`src/rtl/spi_port_pkg.sv`:
```
package spi_port_pkg;
  localparam int ADDR_W  = 13;
  localparam int BYTE_W  = 8;
  localparam int INSTR_W = 16;
  localparam int LEN_W   = 2;
  localparam int BIT_W   = $clog2(BYTE_W);

  typedef enum logic [1:0] {
    ST_IDLE,
    ST_ACTIVE,
    ST_PAUSED,
    ST_DONE
  } portState_t;

  // strobes from control to datapath
  typedef struct packed {
    logic shiftIn;
    logic latchInstr;
    logic emitWr;
    logic stepAddr;
    logic loadOut;
    logic shiftOut;
  } dpCtrl_t;
endpackage

```
`src/rtl/spi_port_sync.sv`:
```
module spi_port_sync #(
  parameter int STAGES = 2
) (
  input  logic clk,
  input  logic rstN,
  input  logic sclkIn,
  input  logic csNIn,
  input  logic sdiIn,
  output logic sclkRise,
  output logic sclkFall,
  output logic csRise,
  output logic csFall,
  output logic csNSync,
  output logic sdiSync
);
  localparam int LAST = STAGES - 1;

  logic [LAST:0] sclkPipe, csPipe, sdiPipe;
  logic sclkLast, csLast;

  always_ff @(posedge clk or negedge rstN) begin
    if (!rstN) begin
      sclkPipe <= '0;
      csPipe   <= '1;
      sdiPipe  <= '0;
      sclkLast <= 1'b0;
      csLast   <= 1'b1;
    end else begin
      sclkPipe <= {sclkPipe[LAST-1:0], sclkIn};
      csPipe   <= {csPipe[LAST-1:0], csNIn};
      sdiPipe  <= {sdiPipe[LAST-1:0], sdiIn};
      sclkLast <= sclkPipe[LAST];
      csLast   <= csPipe[LAST];
    end
  end

  assign sclkRise = sclkPipe[LAST] & ~sclkLast;
  assign sclkFall = ~sclkPipe[LAST] & sclkLast;
  assign csRise   = csPipe[LAST] & ~csLast;
  assign csFall   = ~csPipe[LAST] & csLast;
  assign csNSync  = csPipe[LAST];
  assign sdiSync  = sdiPipe[LAST];
endmodule

```
`src/rtl/spi_port_ctrl.sv`:
```
module spi_port_ctrl
  import spi_port_pkg::*;
(
  input  logic                 clk,
  input  logic                 rstN,
  input  logic                 sclkRise,
  input  logic                 sclkFall,
  input  logic                 csRise,
  input  logic                 csFall,
  input  logic                 csNSync,
  input  logic                 fourWire,
  input  logic [INSTR_W-1:0]   wordNext,
  output dpCtrl_t              ctl,
  output logic                 sdioOe,
  output logic                 sdoOe
);
  portState_t       state;
  logic [BIT_W-1:0] bitCnt;
  logic             instrHi, inData, isRead, streaming, rdLoadPend;
  logic [LEN_W-1:0] bytesLeft;
  logic             byteEnd, readDrive;

  assign byteEnd = (bitCnt == BIT_W'(BYTE_W - 1));

  always_comb begin
    ctl = '0;
    ctl.loadOut = rdLoadPend;
    if (state == ST_ACTIVE && sclkRise && !csRise) begin
      ctl.shiftIn = 1'b1;
      if (byteEnd) begin
        ctl.latchInstr = !inData && instrHi;
        ctl.stepAddr   = inData;
        ctl.emitWr     = inData && !isRead;
      end
    end
    ctl.shiftOut = (state == ST_ACTIVE) && inData && isRead && sclkFall;
  end

  assign readDrive = (state == ST_ACTIVE || state == ST_DONE) && inData && isRead && !csNSync;
  assign sdioOe    = readDrive && !fourWire;
  assign sdoOe     = readDrive && fourWire;

  always_ff @(posedge clk or negedge rstN) begin
    if (!rstN) begin
      state      <= ST_IDLE;
      bitCnt     <= '0;
      instrHi    <= 1'b0;
      inData     <= 1'b0;
      isRead     <= 1'b0;
      streaming  <= 1'b0;
      bytesLeft  <= '0;
      rdLoadPend <= 1'b0;
    end else begin
      rdLoadPend <= 1'b0;
      unique case (state)
        ST_IDLE: if (csFall) begin
          state     <= ST_ACTIVE;
          bitCnt    <= '0;
          instrHi   <= 1'b0;
          inData    <= 1'b0;
          isRead    <= 1'b0;
          streaming <= 1'b0;
          bytesLeft <= '0;
        end
        ST_ACTIVE: begin
          if (csRise) begin
            if (bitCnt != '0 || (!inData && !instrHi) || (inData && streaming))
              state <= ST_IDLE;
            else
              state <= ST_PAUSED;
          end else if (sclkRise) begin
            bitCnt <= bitCnt + 1'b1;
            if (byteEnd) begin
              if (!inData) begin
                if (!instrHi) instrHi <= 1'b1;
                else begin
                  inData     <= 1'b1;
                  isRead     <= wordNext[INSTR_W-1];
                  streaming  <= &wordNext[ADDR_W+LEN_W-1:ADDR_W];
                  bytesLeft  <= wordNext[ADDR_W+LEN_W-1:ADDR_W];
                  rdLoadPend <= wordNext[INSTR_W-1];
                end
              end else if (streaming) begin
                rdLoadPend <= isRead;
              end else if (bytesLeft == '0) begin
                state <= ST_DONE;
              end else begin
                bytesLeft  <= bytesLeft - 1'b1;
                rdLoadPend <= isRead;
              end
            end
          end
        end
        ST_PAUSED: if (csFall) state <= ST_ACTIVE;
        ST_DONE:   if (csRise) state <= ST_IDLE;
        default:   state <= ST_IDLE;
      endcase
    end
  end


  abort_idle_chk: assert property (@(posedge clk) disable iff (!rstN)
    (state == ST_ACTIVE && csRise && bitCnt != '0) |=> (state == ST_IDLE));


  pause_hold_chk: assert property (@(posedge clk) disable iff (!rstN)
    (state == ST_PAUSED && !csFall) |=> (state == ST_PAUSED && bitCnt == '0));


  done_stay_chk: assert property (@(posedge clk) disable iff (!rstN)
    (state == ST_DONE) |=> (state == ST_DONE || state == ST_IDLE));


  oe_release_chk: assert property (@(posedge clk) disable iff (!rstN)
    csRise |=> !(sdioOe || sdoOe));
endmodule

```
`src/rtl/spi_port_dp.sv`:
```
module spi_port_dp
  import spi_port_pkg::*;
(
  input  logic                 clk,
  input  logic                 rstN,
  input  dpCtrl_t              ctl,
  input  logic                 sdiSync,
  input  logic                 lsbFirst,
  input  logic [BYTE_W-1:0]    rdData,
  output logic [INSTR_W-1:0]   wordNext,
  output logic [ADDR_W-1:0]    rdAddr,
  output logic                 wrStrobe,
  output logic [ADDR_W-1:0]    wrAddr,
  output logic [BYTE_W-1:0]    wrData,
  output logic                 dataOut
);
  logic [INSTR_W-1:0] inSr;
  logic [BYTE_W-1:0]  outSr, byteNext;
  logic [ADDR_W-1:0]  addr;

  assign wordNext = lsbFirst ? {sdiSync, inSr[INSTR_W-1:1]} : {inSr[INSTR_W-2:0], sdiSync};
  assign byteNext = lsbFirst ? wordNext[INSTR_W-1:INSTR_W-BYTE_W] : wordNext[BYTE_W-1:0];
  assign rdAddr   = addr;

  always_ff @(posedge clk or negedge rstN) begin
    if (!rstN) begin
      inSr     <= '0;
      outSr    <= '0;
      addr     <= '0;
      wrStrobe <= 1'b0;
      wrAddr   <= '0;
      wrData   <= '0;
      dataOut  <= 1'b0;
    end else begin
      wrStrobe <= 1'b0;
      if (ctl.shiftIn) inSr <= wordNext;
      if (ctl.emitWr) begin
        wrStrobe <= 1'b1;
        wrAddr   <= addr;
        wrData   <= byteNext;
      end
      if (ctl.latchInstr)
        addr <= wordNext[ADDR_W-1:0];
      else if (ctl.stepAddr)
        addr <= lsbFirst ? addr + ADDR_W'(1) : addr - ADDR_W'(1);
      if (ctl.loadOut) begin
        outSr <= rdData;
      end else if (ctl.shiftOut) begin
        dataOut <= lsbFirst ? outSr[0] : outSr[BYTE_W-1];
        outSr   <= lsbFirst ? {1'b0, outSr[BYTE_W-1:1]} : {outSr[BYTE_W-2:0], 1'b0};
      end
    end
  end


  wr_pulse_chk: assert property (@(posedge clk) disable iff (!rstN)
    wrStrobe |=> !wrStrobe);


  addr_step_chk: assert property (@(posedge clk) disable iff (!rstN)
    (ctl.stepAddr && !ctl.latchInstr) |=>
      (addr == ($past(lsbFirst) ? $past(addr) + ADDR_W'(1) : $past(addr) - ADDR_W'(1))));
endmodule

```
`src/rtl/spi_reg_port.sv`:
```
module spi_reg_port
  import spi_port_pkg::*;
#(
  parameter int SYNC_STAGES = 2
) (
  input  logic              clk,
  input  logic              rstN,
  input  logic              sclkIn,
  input  logic              csNIn,
  input  logic              sdioIn,
  input  logic              lsbFirst,
  input  logic              fourWire,
  input  logic [BYTE_W-1:0] rdData,
  output logic [ADDR_W-1:0] rdAddr,
  output logic              wrStrobe,
  output logic [ADDR_W-1:0] wrAddr,
  output logic [BYTE_W-1:0] wrData,
  output logic              sdioOut,
  output logic              sdioOe,
  output logic              sdoOut,
  output logic              sdoOe
);
  logic sclkRise, sclkFall, csRise, csFall, csNSync, sdiSync, dataOut;
  logic [INSTR_W-1:0] wordNext;
  dpCtrl_t ctl;

  spi_port_sync #(.STAGES(SYNC_STAGES)) u_sync (
    .clk(clk), .rstN(rstN), .sclkIn(sclkIn), .csNIn(csNIn), .sdiIn(sdioIn),
    .sclkRise(sclkRise), .sclkFall(sclkFall), .csRise(csRise), .csFall(csFall),
    .csNSync(csNSync), .sdiSync(sdiSync)
  );

  spi_port_ctrl u_ctrl (
    .clk(clk), .rstN(rstN), .sclkRise(sclkRise), .sclkFall(sclkFall),
    .csRise(csRise), .csFall(csFall), .csNSync(csNSync), .fourWire(fourWire),
    .wordNext(wordNext), .ctl(ctl), .sdioOe(sdioOe), .sdoOe(sdoOe)
  );

  spi_port_dp u_dp (
    .clk(clk), .rstN(rstN), .ctl(ctl), .sdiSync(sdiSync), .lsbFirst(lsbFirst),
    .rdData(rdData), .wordNext(wordNext), .rdAddr(rdAddr), .wrStrobe(wrStrobe),
    .wrAddr(wrAddr), .wrData(wrData), .dataOut(dataOut)
  );

  assign sdioOut = dataOut;
  assign sdoOut  = dataOut;
endmodule

```
`config.mk`:
```
export PLATFORM = sky130hd
export DESIGN_NAME = spi_reg_port
export DESIGN_NICKNAME = d
export VERILOG_FILES = /design/src/rtl/spi_port_pkg.sv /design/src/rtl/spi_port_sync.sv /design/src/rtl/spi_port_ctrl.sv /design/src/rtl/spi_port_dp.sv /design/src/rtl/spi_reg_port.sv
export SDC_FILE = /design/constraint.sdc
export NUM_CORES = 1
export LEC_CHECK = 0
export CAP_MARGIN = 0
export CORE_ASPECT_RATIO = 1.25
export CORE_MARGIN = 3
export CORE_UTILIZATION = 50
export DETAILED_ROUTE_END_ITERATION = 6
export GPL_ROUTABILITY_DRIVEN = 0
export PLACE_DENSITY = 0.76
export RECOVER_POWER = 50
export SYNTH_ARGS = -nofsm -noshare
export SYNTH_HDL_FRONTEND = slang
export SYNTH_SLANG_ARGS = --single-unit
```
`constraint.sdc`:
```
create_clock -name clk -period 1.9 [get_ports clk]
set_input_delay 0.19 -clock clk [delete_from_list [all_inputs] [get_ports clk]]
set_output_delay 0.19 -clock clk [all_outputs]
set_load 0.01 [all_outputs]
```
==> metrics.cfg, run 1 <==
[grt]
grt_pass1_wl_mm=16.7
grt_max_degree=42
grt_pass1_vias=3574
antenna_found_initial=0
overflow=0
grt_usage_pct=22.4

[clocking]
cts_buffer_depth=2
cts_root_buf=clkbuf_8
clk_latency_ns=0.37
htree_levels=3
tritoncts=built
path_clk_slew_ns=0.09
clock_sinks=80
cts-buffers-inserted=9

[placed_design]
dpl.cell_count=633
place.port_buffers=53
dp_slack_ns=-0.282
dp_hpwl_mm=7.48

[power]
internal_power_mw=2.89
pwr-share-seq_pct=48.5
ir_drop_v=0.000610
switchingPower_mw=1.42
powerDensity_nw_per_um2=775
p_leak_nw=2.53
p_clk_share_pct=28.3
switching_share_pct=32.9
combinationalPowerShare_pct=23.2

[synth]
ys_seq_area_share_pct=47.1
synth_flop_cell=dfrtp_1
async_flop_share_pct=100
ys_types=58
ys_warn_count=0
netlist_area_um2=4260
synth_edf_count=0
synth_area_per_cell_um2=9.31
synth_cells=457
syn_nets=488
yosys_register_bits=80

[floorplanning]
core_um2=8240
die_h_um=109
dieArea_um2=9660
die_x_um=88.5
ios=54
initial_utilization_pct=51.7
rows=37

[critical_path]
crit_fanout=3
endpoint_kind=flip-flop
cp.arrival_ns=2.19
critPathLaunchType=flip-flop
required_ns=2.15
critical_path_class=reg -> reg
reg2reg_setup_slack_ns=-0.03

[detailed_routing]
drt_iter0_markers=209
viasPerCell=5.73
wire_per_inst_um=15.9
vias=3773
drc_errors=0
drt_wl_total_mm=10.5
postRouteAntennaNets=0
dr.pass1.iters=5

[layout]
nNetsFinal=588
drive_gt1_share_pct=20.1
n_antenna_cell=0
fin_util_pct=67.5
area_growth_pct=30.7
fin_cells=659

[status]
outcome=complete, but fails checks
failed_checks=negative setup slack

[sta]
skew_ns=0.0109
hold_ws_ns=0.352
setup_tns_ns=-0.0357
timing.fmax_mhz=517
drv_slew=0
fin_crit_sh_pct=102
setup_viol_count_final=2
fin_crit_ns=1.93
hold_viol=0
tightest_slew_ns=0.736
slew_headroom_pct=50.9
fin_ws_ns=-0.0345
grt_setup_unrepaired=true

[worst_hold_path]
hold_class=in -> reg

[flow_run]
maxCapViolCount=0

metal layers:
| metal | track usage (%) | share of wire, % | up-vias |
|---|---|---|---|
| met1 | 27.1 | 40 | 1793 |
| met5 | 0 | 0 | - |
| met4 | 9.72 | 3.0 | 0 |
| met2 | 38.0 | 52 | 141 |
| met3 | 4.99 | 5.2 | 31 |
| li1 | - | - | 1808 |
layout make-up:
type	count	area (um2)
clock buffer	10	138
clock inverter	6	51.3
fill	625	2680
inverter	16	63.8
multi-input combinational	337	2170
sequential	80	2010
tap	97	121
timing repair buffer	113	1000
synthesized netlist by cell type, types with 4 or more instances:
cell type	number	area, um2
a21o_1	5	37.5
a21oi_1	54	270
a31oi_1	8	50.1
and3_1	5	31.3
buf_2	12	60.1
buf_4	6	45.0
dfrtp_1	77	1930
ha_1	15	188
inv_1	15	56.3
mux2i_1	20	200
nand2_1	75	282
nand3_1	7	35.0
nor2_1	35	131
nor2b_1	11	68.8
o21ai_0	28	140
o21ai_1	11	55.1
o22ai_1	4	25.0
xor2_1	8	70.1
through the flow:
stage                     power, mW  area, um2
after floorplan                2.69       4310
after global placement         3.00       5200
after detailed placement       3.04       5200
after CTS                      4.27       5440
after global routing           4.54       5560
final                          4.31       5560
power by group through the flow:
stage / combinational (mW) / clock (mW) / sequential [mW]
finish: 0.999 / 1.22 / 2.09
global route: 1.10 / 1.32 / 2.11
CTS: 0.945 / 1.24 / 2.08
detailed placement: 0.927 / 0 / 2.12
global placement: 0.890 / 0 / 2.10
floorplan: 0.622 / 0 / 2.07
worst paths after layout:
path / start / to / cells past startpoint
worst max-delay path: u_dp.rdAddr[1]$_DFFE_PN0P_ / u_dp.rdAddr[8]$_DFFE_PN0P_ / 7
worst min-delay path: csNIn / u_sync.csPipe[0]$_DFF_PN1_ / 1
worst max register to register: u_dp.rdAddr[1]$_DFFE_PN0P_ / u_dp.rdAddr[8]$_DFFE_PN0P_ / 7
worst min register to register: u_sync.csPipe[0]$_DFF_PN1_ / u_sync.csPipe[1]$_DFF_PN1_ / 0
max in group asynchronous: rstN / u_dp.inSr[4]$_DFFE_PN0P_ / 3
min in group asynchronous: rstN / u_ctrl.bytesLeft[1]$_DFFE_PN0P_ / 2
worst max-delay path, stage by stage (launching register included):
cell,delay (ns)
dfrtp_2,0.45
fa_2,0.37
a21oi_2,0.17
o211ai_1,0.14
a31oi_2,0.31
buf_4,0.16
xor2_1,0.14
o21ai_1,0.08
what timing repair did:
item                                    in CTS  in global routing
setup buffers                                0                  9
hold buffers                                 1                  0
endpoints found under the setup margin       8                 24
endpoints found under the hold margin       24                  0
pin swaps                                    2                 12
gates resized for setup                     11                 13
sequential cells by signal, summed over array words and instances (netlist names), 2 cells and up:
| register | cells |
|---|---|
| u_ctrl.bitCnt | 3 |
| u_ctrl.bytesLeft | 2 |
| u_ctrl.state | 2 |
| u_dp.inSr | 16 |
| u_dp.outSr | 8 |
| u_dp.rdAddr | 13 |
| u_dp.wrAddr | 13 |
| u_dp.wrData | 8 |
| u_sync.csPipe | 2 |
| u_sync.sclkPipe | 2 |
| u_sync.sdiPipe | 2 |
kinds of logic (layout without fill, tap and decap cells):
kind of cell | after synthesis | in the layout | share of synthesized area [%]
buf+inv | 40 | 145 | 4.94
simple gates | 158 | 158 | 18.1
fa+ha+maj | 16 | 16 | 4.88
compound gates | 131 | 131 | 17.6
xor+xnor | 9 | 9 | 1.85
flops | 80 | 80 | 47.1
mux | 23 | 23 | 5.50
cells in the final DEF (no fill, tap or decap), types with 3 or more instances in the layout:
cell             count
o211ai_1             3
nor2b_1             11
clkdlybuf4s50_1     38
nand3_1              7
dfstp_2              3
and2b_1              3
dfrtp_1             74
xor2_1               8
clkbuf_8            10
ha_4                 5
nand4_1              3
a21oi_1             52
dfrtp_2              3
nor2_1              35
nor3_1               3
buf_12               3
a31oi_1              5
o21ai_0             26
a31oi_2              3
and3_1               3
inv_1               14
a21oi_2              3
a21o_1               5
o22ai_1              4
mux2i_1             20
buf_4               50
dlygate4sd3_1       12
clkinvlp_4           4
o21ai_1             13
nand2_1             75
ha_1                 9
Note: power is estimated with default switching activity, not from simulation.
==> run 2: changes to the inputs <==
CORE_UTILIZATION = 54   (was 50)
DONT_BUFFER_PORTS = 1   (was unset)
PLACE_DENSITY = 0.68   (was 0.76)
==> run 2 against run 1 <==
Effect of this change: the flow finishes with violations (negative hold slack); worst setup slack improved by 0.047 ns; first-iteration DRC count is 28% lower; via count shrank 8.7%; wire length fell by 5.9%; critical path depth did not move; core utilization fell by 0.43 points; largest power group unchanged; highest routed layer unchanged; hold slack got worse by 0.83 ns.
==> metrics.cfg, run 2 (synthesized netlist as in run 1, its figures left out) <==
[grt]
grt_max_degree=81  ; +93%
antenna_found_initial=0  ; unchanged
grt_util_met2_pct=37.5  ; -0.47 points
grt_pass1_wl_mm=16.1  ; -3.7%
top_usage_layer=met2
overflow=0  ; unchanged
grt_pass1_vias=3360  ; -6.0%
met3_usage_pct=3.21  ; -1.8 points
grt_usage_pct=22.5  ; +0.10 points
grtUsageMet1_pct=28.4  ; +1.4 points

[layout]
regMostFlops=u_dp.inSr
layout_common_cells=76 x dfrtp_1, 75 x nand2_1, 53 x a21oi_1
largest_reg_flops=16  ; unchanged
final_common_cell=dfrtp_1
area_growth_pct=18.7
nNetsFinal=531  ; -9.7%
drive_gt1_share_pct=18.0  ; -2.1 points
n_antenna_cell=0  ; unchanged

[placed_design]
place.port_buffers=0  ; -100%
dp_hpwl_mm=6.77  ; -9.5%
dp_slack_ns=-0.0133  ; +0.269 ns

[clocking]
cts-buffers-inserted=9  ; unchanged
cts_root_buf=clkbuf_8
htree_levels=3  ; unchanged
tritoncts=built
path_clk_slew_ns=0.09  ; about the same
cts_buffer_depth=2  ; unchanged
clock_sinks=80  ; unchanged
clk_latency_ns=0.35  ; -0.02 ns
holdBufCountCts=11  ; +10

[critical_path]
critical_path_class=reg -> reg
cp.arrival_ns=2.11  ; -0.08 ns
required_ns=2.12  ; -0.03 ns
crit_fanout=3  ; unchanged
critPathLaunchType=flip-flop
endpoint_kind=flip-flop

[floorplanning]
die_x_um=85.4  ; -3.5%
rows=35  ; -5.4%
core_um2=7530  ; -8.6%
dieArea_um2=8990  ; -7.0%
die_h_um=105  ; -3.6%
ios=54  ; unchanged
initial_utilization_pct=56.5  ; +4.9 points

[sta]
fin_crit_ns=1.89  ; -0.0469 ns
timing.fmax_mhz=530  ; +2.5%
fin_ws_ns=0.0123  ; +0.0469 ns
hold_ws_ns=-0.475  ; -0.827 ns
setup_viol_count_final=0  ; -2
skew_ns=0.0115  ; +0.000628 ns
slew_headroom_pct=70.5  ; +20 points
fin_crit_sh_pct=99.4  ; -2.5 points
drv_slew=0  ; unchanged
tightest_slew_ns=0.442  ; -0.294 ns
grt_setup_unrepaired=true
hold_viol=80  ; +80

[detailed_routing]
viasPerCell=5.77  ; +0.82%
wire_per_inst_um=16.5  ; +3.8%
drc_errors=0  ; unchanged
vias=3446  ; -8.7%
dr.pass1.iters=5  ; unchanged
drt_wl_total_mm=9.87  ; -5.9%
postRouteAntennaNets=0  ; unchanged
drt_iter0_markers=151  ; -28%

[power]
powerDensity_nw_per_um2=857  ; +11%
p_leak_nw=2.28  ; -9.6%
ir_drop_v=0.000589  ; -3.3%
finalPower_mw=4.33  ; +0.42%

[flow_run]
maxCapViolCount=0  ; unchanged

[status]
failed_checks=negative hold slack
outcome=complete, but fails checks

[worst_hold_path]
hold_class=in -> async

run 2: cell types whose count changed in the layout (fill, tap and decap cells not counted), sizes merged:
cell           before  now
buf                57   44
dlygate4sd2         2    0
clkdlybuf4s50      38    0
clkbuf             14   12
inv                18   16
dlygate4sd3        12   11
clkinvlp            4    1
bufinv              0    2
clkinv              0    2
run 2: worst paths after layout:
kind / endpoint / cells past startpoint / from / slack [ns]
min in group clk: u_dp.wrData[3]$_DFFE_PN0P_ / 2 / lsbFirst / 0.03
max in group asynchronous: u_sync.csLast$_DFF_PN1_ / 0 / rstN / 2.17
max: u_dp.rdAddr[11]$_DFFE_PN0P_ / 7 / u_dp.rdAddr[1]$_DFFE_PN0P_ / 0.01
max reg2reg: u_dp.rdAddr[11]$_DFFE_PN0P_ / 7 / u_dp.rdAddr[1]$_DFFE_PN0P_ / 0.01
min: u_dp.wrAddr[8]$_DFFE_PN0P_ / 0 / rstN / -0.48
min reg2reg: u_sync.sclkPipe[1]$_DFF_PN0_ / 0 / u_sync.sclkPipe[0]$_DFF_PN0_ / 0.36
run 2: area by class of cell:
cell class                      count  area (um2)
Timing Repair Buffer               56         489
Clock inverter                      5        78.8
Clock buffer                       11         131
Multi-Input combinational cell    337        2170
Fill cell                         637        2480
Tap cell                           92         115
Inverter                           16        63.8
Sequential cell                    80        2010
run 2: what timing repair did:
action | in CTS | in global routing
gates resized for setup | 2 | 17
buffers inserted | 0 | 4
pin swaps | 1 | 9
endpoints found under the setup margin | 2 | 25
endpoints found under the hold margin | 91 | 80
run 2: report_power, final:
part           internal (mW)  switching, mW  total (mW)
Clock                  0.742          0.638        1.38
Sequential              1.91          0.173        2.08
Combinational          0.397          0.468       0.865
Total                   3.05           1.28        4.33
run 2: worst max-delay path, cell delays in order (launching register included):
cell	delay, ns
dfrtp_1	0.44
ha_4	0.24
a211oi_2	0.25
o211ai_1	0.14
buf_4	0.18
a221oi_4	0.25
xor2_1	0.17
a31oi_1	0.09
run 2: through the flow:
stage / std cells / util, % / cell area, um2 / TNS (ns)
3_5_place_dp: 566 / 61.1 / 4600 / -0.0133
6_report: 597 / 67.1 / 5050 / 0
3_3_place_gp: 566 / 61.1 / 4600 / -0.0105
4_1_cts: 593 / 65.6 / 4940 / -0.0161
2_1_floorplan: 457 / - / 4310 / -0.768
5_1_grt: 597 / 67.1 / 5050 / -0.233
run 2: per-layer routing:
layer	share of wire, %	up-vias
met5	0	-
met4	3.1	0
met3	4.6	24
met2	51	104
met1	42	1638
li1	-	1680
==> run 3: changes to the inputs <==
CELL_PAD_IN_SITES_DETAIL_PLACEMENT = 0   (was unset)
CELL_PAD_IN_SITES_GLOBAL_PLACEMENT = 1   (was unset)
CORE_UTILIZATION = 44   (was 54)
PLACE_DENSITY = 0.72   (was 0.68)
SKIP_CTS_REPAIR_TIMING = 1   (was unset)
==> run 3 against run 2 <==
Effect of this change: the flow still finishes with violations (negative hold slack); final area rose by 3.7%; total power rose by 5.7%; register-to-register slack barely moved; hold slack improved by 0.020 ns; worst setup slack got worse by 0.0065 ns; global-route usage fell by 3.3 points; first-iteration DRC count rose by 32%; via count fell by 0.99%; fmax fell by 0.34%; flip-flop and latch count did not move.
==> metrics.cfg, run 3 (synthesized netlist as in run 1, its figures left out) <==
[power]
combinationalPowerShare_pct=19.0  ; -1.0 points
p_leak_nw=2.31  ; +1.4%
p_clk_share_pct=35.1  ; +3.2 points
internal_power_mw=3.24  ; +6.4%
finalPower_mw=4.58  ; +5.7%
ir_drop_v=0.000619  ; +5.0%
switchingPower_mw=1.33  ; +4.3%
switching_share_pct=29.1  ; -0.41 points
powerDensity_nw_per_um2=874  ; +2.0%
pwr-share-seq_pct=45.9  ; -2.2 points

[sta]
grt_setup_unrepaired=true
skew_ns=0.00443  ; -0.00706 ns
hold_ws_ns=-0.455  ; +0.0202 ns
fin_crit_ns=1.89  ; +0.00652 ns
setup_viol_count_final=0  ; unchanged
drv_slew=0  ; unchanged
timing.fmax_mhz=528  ; -0.34%
hold_viol=83  ; +3.8%
tightest_slew_ns=0.387  ; -0.0549 ns
slew_headroom_pct=73.5  ; +2.9 points
fin_crit_sh_pct=99.7  ; +0.34 points

[critical_path]
critPathBufInv=2  ; +1
crit_cells=9  ; +2
crit_family=simple AND/OR/NAND/NOR gates
endpoint_kind=flip-flop
crit_slowest_cell=dfrtp_1
r2r_cells=9  ; +2
reg2reg_setup_slack_ns=0.006  ; about the same
cp_cell_sequence=ha_4 > ha_4 > and3b_2 > and3_4 > buf_6 > nand3_4 > clkbuf_16 > nand2_1 > o21ai_1
r2r_start=u_ctrl.bitCnt[1]$_DFFE_PN0P_
critical_path_class=reg -> reg
crit_fanout=8  ; +5
required_ns=2.12  ; about the same
critPathLaunchType=flip-flop
cp.arrival_ns=2.12  ; about the same
cpPeakStageDelay_ns=0.40  ; -0.04 ns
cp_common_cell=ha_4
reg2reg_to=u_dp.wrAddr[12]$_DFFE_PN0P_

[floorplanning]
die_h_um=116  ; +10%
dieArea_um2=10900  ; +21%
core_um2=9270  ; +23%
die_x_um=94.0  ; +10%
rows=39  ; +11%
initial_utilization_pct=45.9  ; -11 points
ios=54  ; unchanged

[layout]
final_common_cell=dfrtp_1
area_growth_pct=23.0
fill_cells=826  ; +30%
fin_cells=630  ; +5.5%
regMostFlops=u_dp.inSr
drive_gt1_share_pct=22.3  ; +4.3 points
layout_common_cells=77 x dfrtp_1, 60 x nand2_1, 53 x a21oi_1
final_area_um2=5240  ; +3.7%
n_antenna_cell=0  ; unchanged
nNetsFinal=533  ; +0.38%
largest_reg_flops=16  ; unchanged

[clocking]
clock_sinks=80  ; unchanged
cts_buffer_depth=2  ; unchanged
htree_levels=3  ; unchanged
tritoncts=built
cts_root_buf=clkbuf_16
cts-buffers-inserted=9  ; unchanged
clk_latency_ns=0.34  ; about the same
path_clk_slew_ns=0.06  ; -0.03 ns

[detailed_routing]
wire_per_inst_um=16.3  ; -1.1%
drt_iter0_markers=200  ; +32%
vias=3412  ; -0.99%
viasPerCell=5.42  ; -6.2%
drt_wl_total_mm=10.3  ; +4.3%
dr.pass1.iters=4  ; -1
drc_errors=0  ; unchanged
postRouteAntennaNets=0  ; unchanged

[placed_design]
place_area_um2=4630  ; +0.62%
place.port_buffers=0  ; unchanged
dpl.cell_count=599  ; +5.8%
dp_hpwl_mm=7.07  ; +4.4%

[grt]
grt_pass1_vias=3269  ; -2.7%
grt_usage_pct=19.2  ; -3.3 points
grt_max_degree=81  ; unchanged
overflow=0  ; unchanged
antenna_found_initial=0  ; unchanged
grt_pass1_wl_mm=16.3  ; +1.2%

[flow_run]
maxCapViolCount=0  ; unchanged

[status]
outcome=complete, but fails checks
failed_checks=negative hold slack

[worst_hold_path]
hold_class=in -> async

==> run 3: cell types whose count changed in the layout (fill, tap and decap cells not counted), moves of 2 or more <==
cell,previous run,this run
clkbuf_16,0,11
dlygate4sd3_1,11,8
buf_4,39,45
bufinv_16,2,0
o21ai_1,13,11
nand2_4,0,3
a211oi_2,3,1
a211oi_1,0,2
nand2_2,0,12
buf_12,3,1
nand2_1,75,60
clkinvlp_4,1,3
clkbuf_8,9,1
==> run 3: cell type report <==
cell class              instances  area [um2]  area share [%]
inverters                      16        66.3            1.27
clock inverters                 4        28.8           0.549
flip-flops and latches         80        2010            38.3
clock buffers                  12         246            4.71
multi-input cells             337        2230            42.5
repair buffers                 58         510            9.75
well taps                     123         154            2.94
==> run 3: through the flow <==
| step | setup WS [ns] | TNS (ns) | utilization (%) |
|---|---|---|---|
| after CTS | -0.0344 | -0.0667 | 52.9 |
| after detailed placement | -0.0158 | -0.0244 | 50.0 |
| after floorplan | -0.251 | -0.768 | - |
| final | 0.00582 | 0 | 56.5 |
| after global routing | -0.0885 | -1.33 | 56.5 |
| after global placement | -0.0104 | -0.0104 | 50.0 |
==> run 3: how the worst max path moves through the flow <==
| stage | from | endpoint | slack, ns |
|---|---|---|---|
| floorplan | lsbFirst | u_dp.rdAddr[10]$_DFFE_PN0P_ | -0.25 |
| CTS | u_dp.rdAddr[1]$_DFFE_PN0P_ | u_dp.rdAddr[8]$_DFFE_PN0P_ | -0.03 |
| global route | u_dp.rdAddr[1]$_DFFE_PN0P_ | u_dp.rdAddr[11]$_DFFE_PN0P_ | -0.09 |
| detailed placement | u_dp.rdAddr[1]$_DFFE_PN0P_ | u_dp.rdAddr[11]$_DFFE_PN0P_ | -0.02 |
| finish | u_ctrl.bitCnt[1]$_DFFE_PN0P_ | u_dp.wrAddr[12]$_DFFE_PN0P_ | 0.006 |
| global placement | u_dp.rdAddr[1]$_DFFE_PN0P_ | u_dp.rdAddr[11]$_DFFE_PN0P_ | -0.01 |
==> run 3: metal layers <==
metal / vias to the layer above / GRT usage (%) / share of wire, % / routed length [um]
li1: 1698 / - / - / -
met1: 1628 / 24.9 / 42 / 4370
met2: 74 / 31.7 / 52 / 5320
met3: 12 / 3.83 / 3.6 / 370
met4: 0 / 7.42 / 2.3 / 233
met5: - / 0 / 0 / 0
==> run 3: power by group through the flow <==
stage	sequential, mW	combinational, mW	clock [mW]
global placement	2.11	0.795	0
detailed placement	2.11	0.812	0
floorplan	2.07	0.622	0
CTS	2.08	0.817	1.65
global route	2.13	0.990	1.71
finish	2.10	0.871	1.61
